`src/rtl/exti_pkg.sv`:
```
package exti_pkg;

    // Word addresses of the register bank; the flag register must stay at 0.
    typedef enum logic [2:0] {
        REG_FLAG    = 3'd0,
        REG_IRQ_EN  = 3'd1,
        REG_WAKE_EN = 3'd2,
        REG_RISE_EN = 3'd3,
        REG_FALL_EN = 3'd4,
        REG_FILT_EN = 3'd5
    } reg_sel_e;

    // Glitch filter states for one line.
    typedef enum logic [1:0] {
        FLT_LOW      = 2'd0,
        FLT_RISE_CHK = 2'd1,
        FLT_HIGH     = 2'd2,
        FLT_FALL_CHK = 2'd3
    } flt_state_e;

endpackage

```
`src/rtl/exti_sync.sv`:
```
module exti_sync #(
    parameter int unsigned WIDTH  = 18,
    parameter int unsigned STAGES = 2
) (
    input  logic             clk,
    input  logic             rst_n,
    input  logic [WIDTH-1:0] d_i,
    output logic [WIDTH-1:0] q_o
);

    logic [WIDTH-1:0] stage_q [STAGES];

    for (genvar s = 0; s < STAGES; s++) begin : g_stage
        if (s == 0) begin : g_first
            always_ff @(posedge clk or negedge rst_n) begin
                if (!rst_n) stage_q[s] <= '0;
                else        stage_q[s] <= d_i;
            end
        end else begin : g_next
            always_ff @(posedge clk or negedge rst_n) begin
                if (!rst_n) stage_q[s] <= '0;
                else        stage_q[s] <= stage_q[s-1];
            end
        end
    end

    assign q_o = stage_q[STAGES-1];

endmodule

```
`src/rtl/exti_glitch_filter.sv`:
```
module exti_glitch_filter
    import exti_pkg::*;
#(
    parameter int unsigned STABLE_CYC = 3
) (
    input  logic clk,
    input  logic rst_n,
    input  logic in_i,
    output logic lvl_o
);

    localparam int unsigned CNT_W = $clog2(STABLE_CYC + 1);
    localparam logic [CNT_W-1:0] LAST_CNT = CNT_W'(STABLE_CYC - 1);
    localparam logic [CNT_W-1:0] ONE_CNT  = CNT_W'(1);
    localparam bit SINGLE = (STABLE_CYC <= 1);

    flt_state_e       state_q, state_d;
    logic [CNT_W-1:0] cnt_q, cnt_d;

    // State register
    always_ff @(posedge clk or negedge rst_n) begin
        if (!rst_n) begin
            state_q <= FLT_LOW;
            cnt_q   <= '0;
        end else begin
            state_q <= state_d;
            cnt_q   <= cnt_d;
        end
    end

    // Next-state logic: cnt_q counts the samples already seen at the new level
    always_comb begin
        state_d = state_q;
        cnt_d   = '0;
        unique case (state_q)
            FLT_LOW: begin
                if (in_i) begin
                    if (SINGLE) state_d = FLT_HIGH;
                    else begin
                        state_d = FLT_RISE_CHK;
                        cnt_d   = ONE_CNT;
                    end
                end
            end
            FLT_RISE_CHK: begin
                if (!in_i)                 state_d = FLT_LOW;
                else if (cnt_q == LAST_CNT) state_d = FLT_HIGH;
                else                       cnt_d = cnt_q + ONE_CNT;
            end
            FLT_HIGH: begin
                if (!in_i) begin
                    if (SINGLE) state_d = FLT_LOW;
                    else begin
                        state_d = FLT_FALL_CHK;
                        cnt_d   = ONE_CNT;
                    end
                end
            end
            FLT_FALL_CHK: begin
                if (in_i)                  state_d = FLT_HIGH;
                else if (cnt_q == LAST_CNT) state_d = FLT_LOW;
                else                       cnt_d = cnt_q + ONE_CNT;
            end
            default: begin
                state_d = FLT_LOW;
            end
        endcase
    end

    // Output decode
    always_comb begin
        unique case (state_q)
            FLT_HIGH, FLT_FALL_CHK: lvl_o = 1'b1;
            default:                lvl_o = 1'b0;
        endcase
    end

endmodule

```
`src/rtl/exti_edge_detect.sv`:
```
module exti_edge_detect #(
    parameter int unsigned WIDTH = 18
) (
    input  logic             clk,
    input  logic             rst_n,
    input  logic [WIDTH-1:0] lvl_i,
    input  logic [WIDTH-1:0] rise_en_i,
    input  logic [WIDTH-1:0] fall_en_i,
    output logic [WIDTH-1:0] hit_o
);

    logic [WIDTH-1:0] prev_q;

    always_ff @(posedge clk or negedge rst_n) begin
        if (!rst_n) prev_q <= '0;
        else        prev_q <= lvl_i;
    end

    always_comb begin
        for (int i = 0; i < int'(WIDTH); i++) begin
            hit_o[i] = (lvl_i[i] & ~prev_q[i] & rise_en_i[i]) |
                       (~lvl_i[i] & prev_q[i] & fall_en_i[i]);
        end
    end

endmodule

```
`src/rtl/exti_regs.sv`:
```
module exti_regs
    import exti_pkg::*;
#(
    parameter int unsigned WIDTH  = 18,
    parameter int unsigned ADDR_W = 3
) (
    input  logic              clk,
    input  logic              rst_n,
    input  logic              wr_i,
    input  logic              rd_i,
    input  logic [ADDR_W-1:0] addr_i,
    input  logic [WIDTH-1:0]  wdata_i,
    input  logic [WIDTH-1:0]  hit_i,
    output logic [WIDTH-1:0]  flag_o,
    output logic [WIDTH-1:0]  irq_en_o,
    output logic [WIDTH-1:0]  wake_en_o,
    output logic [WIDTH-1:0]  rise_en_o,
    output logic [WIDTH-1:0]  fall_en_o,
    output logic [WIDTH-1:0]  filt_en_o,
    output logic [WIDTH-1:0]  rdata_o
);

    logic [WIDTH-1:0] flag_q, irq_en_q, wake_en_q, rise_en_q, fall_en_q, filt_en_q;
    logic [WIDTH-1:0] clr_mask, rd_next, rdata_q;

    function automatic logic hit_addr(input logic [ADDR_W-1:0] a, input reg_sel_e r);
        return a == ADDR_W'(r);
    endfunction

    assign clr_mask = (wr_i && hit_addr(addr_i, REG_FLAG)) ? wdata_i : '0;

    // Sticky flags: a new edge outranks a clear in the same cycle
    always_ff @(posedge clk or negedge rst_n) begin
        if (!rst_n) flag_q <= '0;
        else        flag_q <= (flag_q & ~clr_mask) | hit_i;
    end

    always_ff @(posedge clk or negedge rst_n) begin
        if (!rst_n) begin
            irq_en_q  <= '0;
            wake_en_q <= '0;
            rise_en_q <= '0;
            fall_en_q <= '0;
            filt_en_q <= '0;
        end else if (wr_i) begin
            if (hit_addr(addr_i, REG_IRQ_EN))  irq_en_q  <= wdata_i;
            if (hit_addr(addr_i, REG_WAKE_EN)) wake_en_q <= wdata_i;
            if (hit_addr(addr_i, REG_RISE_EN)) rise_en_q <= wdata_i;
            if (hit_addr(addr_i, REG_FALL_EN)) fall_en_q <= wdata_i;
            if (hit_addr(addr_i, REG_FILT_EN)) filt_en_q <= wdata_i;
        end
    end

    always_comb begin
        rd_next = '0;
        if (hit_addr(addr_i, REG_FLAG))    rd_next = flag_q;
        if (hit_addr(addr_i, REG_IRQ_EN))  rd_next = irq_en_q;
        if (hit_addr(addr_i, REG_WAKE_EN)) rd_next = wake_en_q;
        if (hit_addr(addr_i, REG_RISE_EN)) rd_next = rise_en_q;
        if (hit_addr(addr_i, REG_FALL_EN)) rd_next = fall_en_q;
        if (hit_addr(addr_i, REG_FILT_EN)) rd_next = filt_en_q;
    end

    always_ff @(posedge clk or negedge rst_n) begin
        if (!rst_n)    rdata_q <= '0;
        else if (rd_i) rdata_q <= rd_next;
    end

    assign flag_o    = flag_q;
    assign irq_en_o  = irq_en_q;
    assign wake_en_o = wake_en_q;
    assign rise_en_o = rise_en_q;
    assign fall_en_o = fall_en_q;
    assign filt_en_o = filt_en_q;
    assign rdata_o   = rdata_q;

endmodule

```
`src/rtl/exti_ctrl.sv`:
```
module exti_ctrl #(
    parameter int unsigned NUM_LINES   = 18,
    parameter int unsigned ADDR_W      = 3,
    parameter int unsigned SYNC_STAGES = 2,
    parameter int unsigned STABLE_CYC  = 3,
    parameter int unsigned GRP0_W      = 8,
    parameter int unsigned GRP1_W      = 8
) (
    input  logic                 clk,
    input  logic                 rst_n,
    input  logic [NUM_LINES-1:0] pins_i,
    input  logic                 bus_wr_i,
    input  logic                 bus_rd_i,
    input  logic [ADDR_W-1:0]    bus_addr_i,
    input  logic [NUM_LINES-1:0] bus_wdata_i,
    output logic [NUM_LINES-1:0] bus_rdata_o,
    output logic [2:0]           irq_o,
    output logic                 wake_o
);

    localparam int unsigned NUM_GROUPS = 3;
    localparam int unsigned GRP2_W     = NUM_LINES - GRP0_W - GRP1_W;
    localparam int unsigned GRP_BASE [NUM_GROUPS] = '{0, GRP0_W, GRP0_W + GRP1_W};
    localparam int unsigned GRP_SIZE [NUM_GROUPS] = '{GRP0_W, GRP1_W, GRP2_W};

    logic [NUM_LINES-1:0] sync_lvl, filt_lvl, sel_lvl, edge_hit;
    logic [NUM_LINES-1:0] flag_vec, irq_en, wake_en, rise_en, fall_en, filt_en;
    logic [NUM_LINES-1:0] irq_masked;

    exti_sync #(.WIDTH(NUM_LINES), .STAGES(SYNC_STAGES)) u_sync (
        .clk   (clk),
        .rst_n (rst_n),
        .d_i   (pins_i),
        .q_o   (sync_lvl)
    );

    for (genvar i = 0; i < NUM_LINES; i++) begin : g_line
        exti_glitch_filter #(.STABLE_CYC(STABLE_CYC)) u_flt (
            .clk   (clk),
            .rst_n (rst_n),
            .in_i  (sync_lvl[i]),
            .lvl_o (filt_lvl[i])
        );
        assign sel_lvl[i] = filt_en[i] ? filt_lvl[i] : sync_lvl[i];
    end

    exti_edge_detect #(.WIDTH(NUM_LINES)) u_edge (
        .clk       (clk),
        .rst_n     (rst_n),
        .lvl_i     (sel_lvl),
        .rise_en_i (rise_en),
        .fall_en_i (fall_en),
        .hit_o     (edge_hit)
    );

    exti_regs #(.WIDTH(NUM_LINES), .ADDR_W(ADDR_W)) u_regs (
        .clk       (clk),
        .rst_n     (rst_n),
        .wr_i      (bus_wr_i),
        .rd_i      (bus_rd_i),
        .addr_i    (bus_addr_i),
        .wdata_i   (bus_wdata_i),
        .hit_i     (edge_hit),
        .flag_o    (flag_vec),
        .irq_en_o  (irq_en),
        .wake_en_o (wake_en),
        .rise_en_o (rise_en),
        .fall_en_o (fall_en),
        .filt_en_o (filt_en),
        .rdata_o   (bus_rdata_o)
    );

    assign irq_masked = flag_vec & irq_en;

    for (genvar g = 0; g < NUM_GROUPS; g++) begin : g_grp
        assign irq_o[g] = |irq_masked[GRP_BASE[g] +: GRP_SIZE[g]];
    end

    assign wake_o = |(flag_vec & wake_en);

endmodule

```
`config.mk`:
```
export PLATFORM = sky130hd
export DESIGN_NAME = exti_ctrl
export DESIGN_NICKNAME = d
export VERILOG_FILES = /design/src/rtl/exti_pkg.sv /design/src/rtl/exti_sync.sv /design/src/rtl/exti_glitch_filter.sv /design/src/rtl/exti_edge_detect.sv /design/src/rtl/exti_regs.sv /design/src/rtl/exti_ctrl.sv
export SDC_FILE = /design/constraint.sdc
export NUM_CORES = 1
export LEC_CHECK = 0
export BUFFER_PORTS_ARGS = -buffer_cell sky130_fd_sc_hd__clkbuf_2
export CORE_ASPECT_RATIO = 1.25
export CORE_MARGIN = 2
export CORE_UTILIZATION = 25
export CTS_CLUSTER_SIZE = 20
export DETAILED_ROUTE_END_ITERATION = 7
export PLACE_DENSITY = 0.51
export SLEW_MARGIN = 5
export SYNTH_ARGS = -nofsm -noshare
export SYNTH_HDL_FRONTEND = slang
export SYNTH_SLANG_ARGS = --single-unit
```
`constraint.sdc`:
```
create_clock -name clk -period 1.2 [get_ports clk]
set_clock_uncertainty 0.05 [all_clocks]
set_input_delay 0 -clock clk [delete_from_list [all_inputs] [get_ports clk]]
set_output_delay 0 -clock clk [all_outputs]
set_load 0.01 [all_outputs]
```
==> metrics, run 1 <==
status=finished with violations; failing checks=negative setup slack; WL final=~27,000 µm; htree depth=1; hold_ws=between 0.03 and 0.04 ns; unrepaired setup endpoints after global routing=true; Hold Crit Class=in -> reg; TritonCTS clock tree=done; final worst slack=-0.749 ns; Clock Power Share=30.2%; Setup TNS Final=-4.04 ns; period utilization=162%; number of DRC markers after the initial detailed-route iteration=around 380; min cycle time layout=approximately 1.9 ns; internal power=roughly 20 mW; die area=roughly 43,000 µm²; Critical-path top delay cell=dfrtp_2; combinational power share=between 20 and 30%; Core ar.=slightly above 40,000 µm²; leakage=roughly 6.3 nW; pwr/cell area=around 2000 nW/µm²; worst-margin pin slew=approximately 0.36 ns; Async SR Flop Fraction=between 90% and 100%; Die Y-Extent=231 µm; sequential power share=about 44%; number of diodes=0; CP Cell Sequence=a22o_1, a221oi_1, and3_1, nand4_1, buf_2; most frequent cells in the layout=dfrtp_1, buf_4, mux2_2; Post-synth EDFFs=0; initial core utilization=between 20% and 30%; Synth Warn #=0; startpoint types=flop; largest net degree at the start of global routing=44; crit path kind=reg -> out; Slowest Stage Delay on Critical Path=roughly 0.44 ns; Cells after Synth=779; worst IR drop on VDD=about 0.00089 V; DRT antenna net count=0; GR Overflow Total=0; GRT Util Overall=between 10 and 15%; vias in the first global route=just under 8,000; clock tree buffer depth=3; sequential area share after synthesis=about 61%; Clk pin slew, worst setup/hold paths=approximately 0.06 ns; CP Data Arrival Time=1.90 ns; # setup viols final=21; commonest non-fill, non-tap cell in the layout=dfrtp_1; Setup crit end kind=primary output; Hold Vio Cnt, Final=0; global-route wire length before repair=about 43,000 µm; CTS buffer count=28; clock root cell=clkbuf_16; fin util=a little over a third; Req. time, crit path=1.15 ns; IO Pins=between 60 and 70; initial antenna violation count=0; die width=approximately 190 µm; WL/cell=between 15 and 20 µm; PortBufs=64; clock sink total=approximately 250; fraction of layout cells with a size suffix above 1=43.4%; detailed-route via count=slightly above 7,000; DR DRC count=0; Net Sw Power=about 8.0 mW; switching power share of the total=between 20% and 30%; max-slew headroom at the worst pin=between 70% and 80%; Synth Area per Inst=about 13 µm²; peak fanout along the critical path=2; nets=around 1,100; worst skew pair latency=approximately 0.55 ns; Yosys reg bits=252; Synth Flop Type=dfrtp_1; mapped cell area=around 10,000 µm²; Post-Syn Nets=roughly 820; DP HPWL=about 19,000 µm; GP Congestion=roughly 0.76; max_cap viols=0; Synth cell types=43; Slew Viols, Final=0; drt first pass iters=4; P&R area growth vs syn=38.8%; Cell Rows=between 80 and 90; Max Freq=0.513 GHz; via/cell ratio=4.39
-- layer usage --
metal / GRT usage [%] / part of all wire [%] / vias to the layer above
met5: 0 / 0 / -
met4: 3.42 / 1.9 / 0
met3: 1.79 / 3.5 / 32
met2: 22.0 / 50 / 107
met1: 16.4 / 44 / 3615
li1: - / - / 3367
-- critical path: cells and delay by family, from the launching register on --
kind	cells	cell delay (ns)
and+or+nand+nor	2	0.33
AOI/OAI and AO/OA	2	0.38
buffers and inverters	1	0.19
DFF	1	0.44
-- power groups by stage --
stage / clock network, mW / registers (mW) / logic, mW
finish: 8.56 / 12.5 / 7.25
global route: 9.21 / 12.9 / 7.98
CTS: 8.83 / 12.5 / 6.99
detailed placement: 0 / 12.6 / 6.50
global placement: 0 / 12.5 / 6.35
floorplan: 0 / 12.3 / 3.74
-- synth_stat cells, drive strengths merged (8+ instances only) --
master    n  share of area [%]
a22oi    11               0.80
mux2    133                 14
nand2    63                2.3
buf      22                1.4
nand3b   16                1.2
o21a     20                1.5
nor2     49                1.8
nor3     18               0.87
dfrtp   252                 61
mux2i    17                1.6
a221o    15                1.5
a21oi    11               0.53
o22ai    18                1.1
xnor2    18                1.5
a211oi    8               0.58
nor2b    40                2.4
-- area by class of cell --
class | instances | area [µm²]
Multi-Input combinational cell | 500 | 4220
Fill cell | 4072 | 26600
Clock inverter | 8 | 78.8
Timing Repair Buffer | 266 | 2210
Inverter | 1 | 3.75
Sequential cell | 252 | 6310
Clock buffer | 42 | 853
Tap cell | 552 | 691
-- final timing paths --
check / to / depth (start not counted) / slack (ns) / from
worst min-delay path: u_sync.stage_q[23]$_DFF_PN0_ / 2 / 0.04 / pins_i[5]
max in group asynchronous: u_regs.flag_o[14]$_DFF_PN0_ / 4 / 0.13 / rst_n
worst max-delay path: wake_o / 5 / -0.75 / u_regs.flag_o[0]$_DFF_PN0_
worst max register to register: u_regs.rdata_o[12]$_DFFE_PN0P_ / 8 / -0.38 / u_regs.flag_o[12]$_DFF_PN0_
worst min register to register: u_sync.q_o[7]$_DFF_PN0_ / 0 / 0.30 / u_sync.stage_q[25]$_DFF_PN0_
min in group asynchronous: asynchronous set/reset pin / 3 / 0.41 / rst_n
-- state kept, by name, indices dropped and copies added (netlist names), named ones only --
name                  count
u_regs.fall_en_o         18
u_regs.filt_en_o         18
u_edge.prev_q            18
u_sync.stage_q           18
u_regs.flag_o            18
u_regs.rdata_o           18
g_line.u_flt.cnt_q       36
u_sync.q_o               18
u_regs.rise_en_o         18
u_regs.irq_en_o          18
u_regs.wake_en_o         18
g_line.u_flt.state_q     18
-- cells by family (layout without fill, tap and decap cells) --
| kind of cell | count (synthesis) | count (layout) | share of synthesized area [%] |
|---|---|---|---|
| flip-flops | 252 | 252 | 61.0 |
| AND/OR/NAND/NOR | 205 | 205 | 10.0 |
| multiplexers | 152 | 152 | 16.6 |
| AO/OA/AOI/OAI | 125 | 125 | 9.36 |
| buffers and inverters | 27 | 317 | 1.55 |
| XOR/XNOR | 18 | 18 | 1.52 |
-- through the flow --
stage	instances	area (µm²)	setup WS (ns)	total power [mW]
after CTS	1607	14100	-0.798	28.3
after global placement	1514	12500	-0.328	18.8
final	1621	14400	-0.749	28.3
after floorplan	779	10400	-0.136	16.0
after detailed placement	1514	12500	-0.363	19.1
after global routing	1621	14400	-0.870	30.1
-- timing repair --
item	CTS	global route
gates resized for setup	46	41
pin swaps	27	20
buffers inserted	8	15
hold endpoints to repair	383	0
setup endpoints to repair	27	84
hold buffers	39	0
No activity file was read; power rests on OpenSTA's default activity.
==> run 2, diff against run 1 <==
--- a/config.mk
+++ b/config.mk
@@ -5,13 +5,13 @@
 export SDC_FILE = /design/constraint.sdc
 export NUM_CORES = 1
 export LEC_CHECK = 0
-export BUFFER_PORTS_ARGS = -buffer_cell sky130_fd_sc_hd__clkbuf_2
 export CORE_ASPECT_RATIO = 1.25
 export CORE_MARGIN = 2
 export CORE_UTILIZATION = 25
 export CTS_CLUSTER_SIZE = 20
 export DETAILED_ROUTE_END_ITERATION = 7
-export PLACE_DENSITY = 0.51
+export DONT_BUFFER_PORTS = 1
+export PLACE_DENSITY = 0.5
 export SLEW_MARGIN = 5
 export SYNTH_ARGS = -nofsm -noshare
 export SYNTH_HDL_FRONTEND = slang
==> run 2 against run 1 <==
- the flow finishes with violations (negative hold slack, negative setup slack)
- first-iteration DRC count is 2.9% higher
- critical path depth unchanged
- flip-flop and latch count is the same
- critical path type unchanged
- non-clock buffer count fell by 78
==> metrics, run 2 (synthesis results as in run 1) <==
GP Congestion=0.736 (-3.3%); DRT antenna net count=0 (unchanged); via/cell ratio=4.41 (+0.37%); drt first pass iters=4 (unchanged); Core ar.=40,900 µm² (unchanged); switching power share of the total=27.7% (-0.68 points); Setup crit end kind=primary output; Hold Crit Class=in -> async; Hold Vio Cnt, Final=331 (+331); sequential power share=45.5% (+1.3 points); worst skew pair latency=0.56 ns (about the same); peak fanout along the critical path=2 (unchanged); commonest non-fill, non-tap cell in the layout=dfrtp_1; detailed-route via count=6,812 (-4.3%); worst-margin pin slew=1.15 ns (+0.789 ns); fraction of layout cells with a size suffix above 1=34.8% (-8.6 points); area taken by multi-input logic gates=4250 µm² (+0.68%); Req. time, crit path=1.15 ns (about the same); WL/cell=16.9 µm (+3.0%); Layout fillers=4,089 (+0.42%); Slew Viols, Final=0 (unchanged); P&R area growth vs syn=34.5%; Register Area=6310 µm² (unchanged); Design Power=27.8 mW (-2.1%); max FFs per register=36 (unchanged); CTS buffer count=28 (unchanged); DR DRC count=0 (unchanged); startpoint types=flop; Most flops, register=g_line.u_flt.cnt_q; period utilization=166% (+3.5 points); final worst slack=-0.791 ns (-0.0421 ns); most frequent cells in the layout=dfrtp_1, mux2_2, buf_4; hold_ws=-0.905 ns (-0.941 ns); final instance area=13,900 µm² (-3.1%); failing checks=negative hold slack, negative setup slack; Area after DPL=11,800 µm² (-6.2%); worst IR drop on VDD=0.00125 V (+40%); pre-CTS WS=-0.283 ns (+0.0798 ns); TritonCTS clock tree=done; GR Overflow Total=0 (unchanged); # setup viols final=45 (+110%); vias in the first global route=7,174 (-7.3%); placed cell count=1,408 (-7.0%); Die Y-Extent=231 µm (unchanged); status=finished with violations; global-route wire length before repair=40,800 µm (-4.2%); die width=186 µm (unchanged); pwr/cell area=2000 nW/µm² (+1.1%); leakage=5.90 nW (-6.0%); Setup TNS Final=-11.80 ns (-7.76 ns); clock tree buffer depth=3 (unchanged); Net Sw Power=7.68 mW (-4.4%); r2r setup slk=-0.19 ns (+0.19 ns); Cell Rows=83 (unchanged); Clock Power Share=31.2% (+1.0 points); fin cells=1,545 (-4.7%); GRT Util Overall=12.2% (-0.46 points); clock sink total=252 (unchanged); unrepaired setup endpoints after global routing=true; PortBufs=0 (-100%); initial core utilization=25.3% (unchanged); CP Data Arrival Time=1.94 ns (+0.04 ns); initial antenna violation count=3 (+3); max-slew headroom at the worst pin=23.3% (-53 points); WL final=26,000 µm (-1.8%); crit path kind=reg -> out; nets=1,014 (-7.1%); max_cap viols=0 (unchanged); min cycle time layout=1.99 ns (+0.0421 ns); IO Pins=65 (unchanged); fin util=34.0% (-1.1 points); htree depth=1 (unchanged); combinational power share=23.3% (-2.3 points); die area=43,000 µm² (unchanged); Clk pin slew, worst setup/hold paths=0.06 ns (about the same); internal power=20.1 mW (-1.1%); largest net degree at the start of global routing=253 (+480%); DP HPWL=16,600 µm (-11%); clock root cell=clkbuf_16; Max Freq=0.502 GHz (-2.1%); number of DRC markers after the initial detailed-route iteration=388 (+2.9%)
==> run 2: cell types whose count changed in the layout (fill, tap and decap cells not counted), sizes merged <==
cell	previous run	this run
diode	0	2
dlymetal6s4s	0	3
dlygate4sd3	39	70
buf	167	115
bufinv	1	3
clkbuf	102	40
==> run 2: critical path, stage by stage (launching register included) <==
cell and delay [ns]:
dfrtp_1 0.37, a22o_1 0.28, a221oi_2 0.19, and3_1 0.19
nand4_1 0.15, buf_4 0.20
==> run 2: final cells by class <==
type	instances	share of cell area [%]
Tap cell	552	4.96
Sequential cell	252	45.3
Clock buffer	40	5.65
Inverter	1	0.0270
Clock inverter	10	0.998
Timing Repair Buffer	188	12.5
Antenna cell	2	0.0360
Multi-Input combinational cell	500	30.5
==> run 2: final timing paths <==
path                                            startpoint                             to  cells past startpoint
max                             u_regs.flag_o[5]$_DFF_PN0_                         wake_o                      5
min                                                  rst_n   u_sync.stage_q[23]$_DFF_PN0_                      0
max reg2reg                u_regs.wake_en_o[8]$_DFFE_PN0P_  u_regs.rdata_o[8]$_DFFE_PN0P_                      4
min reg2reg                   u_sync.stage_q[22]$_DFF_PN0_        u_sync.q_o[4]$_DFF_PN0_                      0
max in group asynchronous                            rst_n    u_regs.flag_o[14]$_DFF_PN0_                      0
min in group clk                             bus_addr_i[0]  u_regs.rdata_o[1]$_DFFE_PN0P_                      2
==> run 2: repair_timing <==
action                                  CTS  global route
resized for setup                        41            43
endpoints found under the setup margin   32            45
hold buffers                             71             7
setup buffers                             4             9
endpoints found under the hold margin   396           339
pin swaps                                15            13
==> run 2: metal layers <==
metal / track usage, % / vias up / part of all wire [%]
li1: - / 3225 / -
met1: 15.6 / 3463 / 44
met2: 20.6 / 88 / 49
met3: 2.62 / 34 / 4.4
met4: 3.59 / 2 / 2.1
met5: 0 / - / 0.050
==> run 2: power groups by stage <==
stage | Combinational (mW) | Clock (mW) | Sequential [mW]
2_1_floorplan | 3.74 | 0 | 12.3
3_3_place_gp | 5.50 | 0 | 12.6
3_5_place_dp | 5.62 | 0 | 12.7
4_1_cts | 6.24 | 8.97 | 12.6
5_1_grt | 7.10 | 9.34 | 12.9
6_report | 6.47 | 8.67 | 12.6
==> run 3, diff against run 2 <==
--- a/config.mk
+++ b/config.mk
@@ -11,7 +11,7 @@
 export CTS_CLUSTER_SIZE = 20
 export DETAILED_ROUTE_END_ITERATION = 7
 export DONT_BUFFER_PORTS = 1
-export PLACE_DENSITY = 0.5
+export PLACE_DENSITY = 0.46
 export SLEW_MARGIN = 5
 export SYNTH_ARGS = -nofsm -noshare
 export SYNTH_HDL_FRONTEND = slang
==> run 3 against run 2 <==
- wire length is 1.9% higher
- sequential power barely moved
- sequential share of layout area up 0.25 points
- the run still ends with negative hold slack, negative setup slack left
- combinational power is essentially flat
- worst setup slack improved by 0.021 ns
- worst hold slack got worse by 0.0080 ns
- critical path depth unchanged
==> metrics, run 3 (synthesis results as in run 1) <==
global-route wire length before repair=42,400 µm (+3.9%); min cycle time layout=1.97 ns (-0.0214 ns); P&R area growth vs syn=33.8%; pwr/cell area=1990 nW/µm² (-0.14%); period utilization=164% (-1.8 points); reg2reg start=u_regs.flag_o[8]$_DFF_PN0_; Hold Vio Cnt, Final=334 (+0.91%); GR Overflow Total=0 (unchanged); worst-margin pin slew=1.24 ns (+0.0961 ns); commonest non-fill, non-tap cell in the layout=dfrtp_1; detailed-route via count=6,837 (+0.37%); via/cell ratio=4.44 (+0.63%); unrepaired setup endpoints after global routing=true; worst IR drop on VDD=0.00114 V (-9.1%); r2r setup slk=-0.23 ns (-0.04 ns); Req. time, crit path=1.15 ns (about the same); fraction of layout cells with a size suffix above 1=35.9% (+1.1 points); Critical Path Stages=5 (unchanged); number of DRC markers after the initial detailed-route iteration=272 (-30%); CP top delay family=compound AO/OA/AOI/OAI gates; nets=1,011 (-0.30%); Most flops, register=g_line.u_flt.cnt_q; worst skew pair latency=0.57 ns (about the same); htree depth=1 (unchanged); end of the critical path=wake_o; max_cap viols=0 (unchanged); Net Sw Power=7.79 mW (+1.4%); initial antenna violation count=1 (-2); Register Area=6310 µm² (unchanged); max FFs per register=36 (unchanged); die width=186 µm (unchanged); Layout fillers=4,129 (+0.98%); combinational power share=23.5% (+0.2 points); sequential power share=45.8% (+0.3 points); R2R Path End=u_regs.rdata_o[8]$_DFFE_PN0P_; Critical-path top delay cell=dfrtp_1; DP HPWL=16,900 µm (+2.2%); GP Congestion=0.725 (-1.4%); pre-CTS WS=-0.256 ns (+0.0268 ns); drt first pass iters=4 (unchanged); TritonCTS clock tree=done; hold_ws=-0.913 ns (-0.00804 ns); # setup viols final=22 (-51%); Clock Power Share=30.7% (-0.5 points); switching power share of the total=28.3% (+0.58 points); clock sink total=252 (unchanged); CP Data Arrival Time=1.92 ns (-0.02 ns); status=finished with violations; peak fanout along the critical path=2 (unchanged); clock root cell=clkbuf_16; Slew Viols, Final=0 (unchanged); failing checks=negative hold slack, negative setup slack; area taken by multi-input logic gates=4260 µm² (+0.38%); Hold Crit Class=in -> async; Cell Rows=83 (unchanged); leakage=5.84 nW (-0.92%); startpoint types=flop; max-slew headroom at the worst pin=17.2% (-6.2 points); Slowest Stage Delay on Critical Path=0.37 ns (about the same); final worst slack=-0.770 ns (+0.0214 ns); Setup TNS Final=-3.70 ns (+8.09 ns); Worst Setup SP=u_regs.flag_o[5]$_DFF_PN0_; Core ar.=40,900 µm² (unchanged); PortBufs=0 (unchanged); GRT Util Overall=12.7% (+0.53 points); clock tree buffer depth=3 (unchanged); Reg2Reg Depth=4 (unchanged); most frequent cells in the layout=dfrtp_1, mux2_2, buf_4; Area after DPL=11,800 µm² (+0.28%); DR DRC count=0 (unchanged); CP Buf/Inv Count=1 (unchanged); IO Pins=65 (unchanged); DRT antenna net count=0 (unchanged); largest net degree at the start of global routing=253 (unchanged); internal power=19.8 mW (-1.5%); CP Cell Sequence=a22o_1, a221oi_2, and3_1, nand4_1, buf_4; WL final=26,500 µm (+1.9%); die area=43,000 µm² (unchanged); final instance area=13,800 µm² (-0.56%); Die Y-Extent=231 µm (unchanged); vias in the first global route=7,337 (+2.3%); Clk pin slew, worst setup/hold paths=0.06 ns (about the same); crit path kind=reg -> out; WL/cell=17.2 µm (+2.2%); initial core utilization=25.3% (unchanged); CTS buffer count=30 (+7.1%); Max Freq=0.508 GHz (+1.1%); Setup crit end kind=primary output
-- run 3: cell types whose count changed in the layout (fill, tap and decap cells not counted), sizes merged --
cell / change
dlygate4sd3: -5
clkbuf: +4
buf: +3
bufinv: -3
dlymetal6s4s: -3
clkinv: +1
diode: -1
-- run 3: worst min-delay path by stage --
| stage | start | slack, ns | end |
|---|---|---|---|
| CTS | rst_n | -0.95 | u_sync.stage_q[18]$_DFF_PN0_ |
| floorplan | rst_n | -0.35 | asynchronous set/reset pin |
| finish | rst_n | -0.91 | g_line[5].u_flt.cnt_q[1]$_DFF_PN0_ |
| global placement | rst_n | -0.33 | g_line[5].u_flt.cnt_q[0]$_DFF_PN0_ |
| detailed placement | rst_n | -0.33 | g_line[5].u_flt.cnt_q[0]$_DFF_PN0_ |
| global route | rst_n | -0.95 | g_line[3].u_flt.cnt_q[1]$_DFF_PN0_ |
-- run 3: layer usage --
| layer | wire length, µm | vias to the layer above | track usage, % |
|---|---|---|---|
| met5 | 0 | - | 0 |
| met2 | 13400 | 92 | 21.9 |
| met4 | 536 | 0 | 3.40 |
| met3 | 1240 | 39 | 2.69 |
| met1 | 11400 | 3500 | 16.1 |
| li1 | - | 3206 | - |
-- run 3: power by group through the flow --
stage	clock network, mW	registers (mW)	logic (mW)
2_1_floorplan	0	12.3	3.74
3_3_place_gp	0	12.6	5.57
3_5_place_dp	0	12.7	5.67
4_1_cts	8.78	12.6	6.30
5_1_grt	9.11	13.0	7.14
6_report	8.47	12.6	6.47
-- run 3: what timing repair did --
item / CTS / global route
setup endpoints to repair: 33 / 62
pin swaps: 12 / 14
resized for setup: 40 / 48
endpoints found under the hold margin: 396 / 341
setup buffers: 2 / 8
hold buffers: 69 / 3
-- run 3: metrics by stage --
step | instances | total power [mW] | utilization [%]
final | 1541 | 27.6 | 33.8
after global routing | 1541 | 29.2 | 33.8
after CTS | 1537 | 27.7 | 33.3
after detailed placement | 1414 | 18.3 | 28.8
after global placement | 1414 | 18.2 | 28.8
after floorplan | 779 | 16.0 | -
-- run 3: cell type report --
type,count,share of cell area [%]
Timing Repair Buffer,183,12.0
Clock inverter,8,0.416
Multi-Input combinational cell,500,30.8
Sequential cell,252,45.6
Clock buffer,44,6.17
Inverter,1,0.0271
Tap cell,552,4.99
Antenna cell,1,0.0181
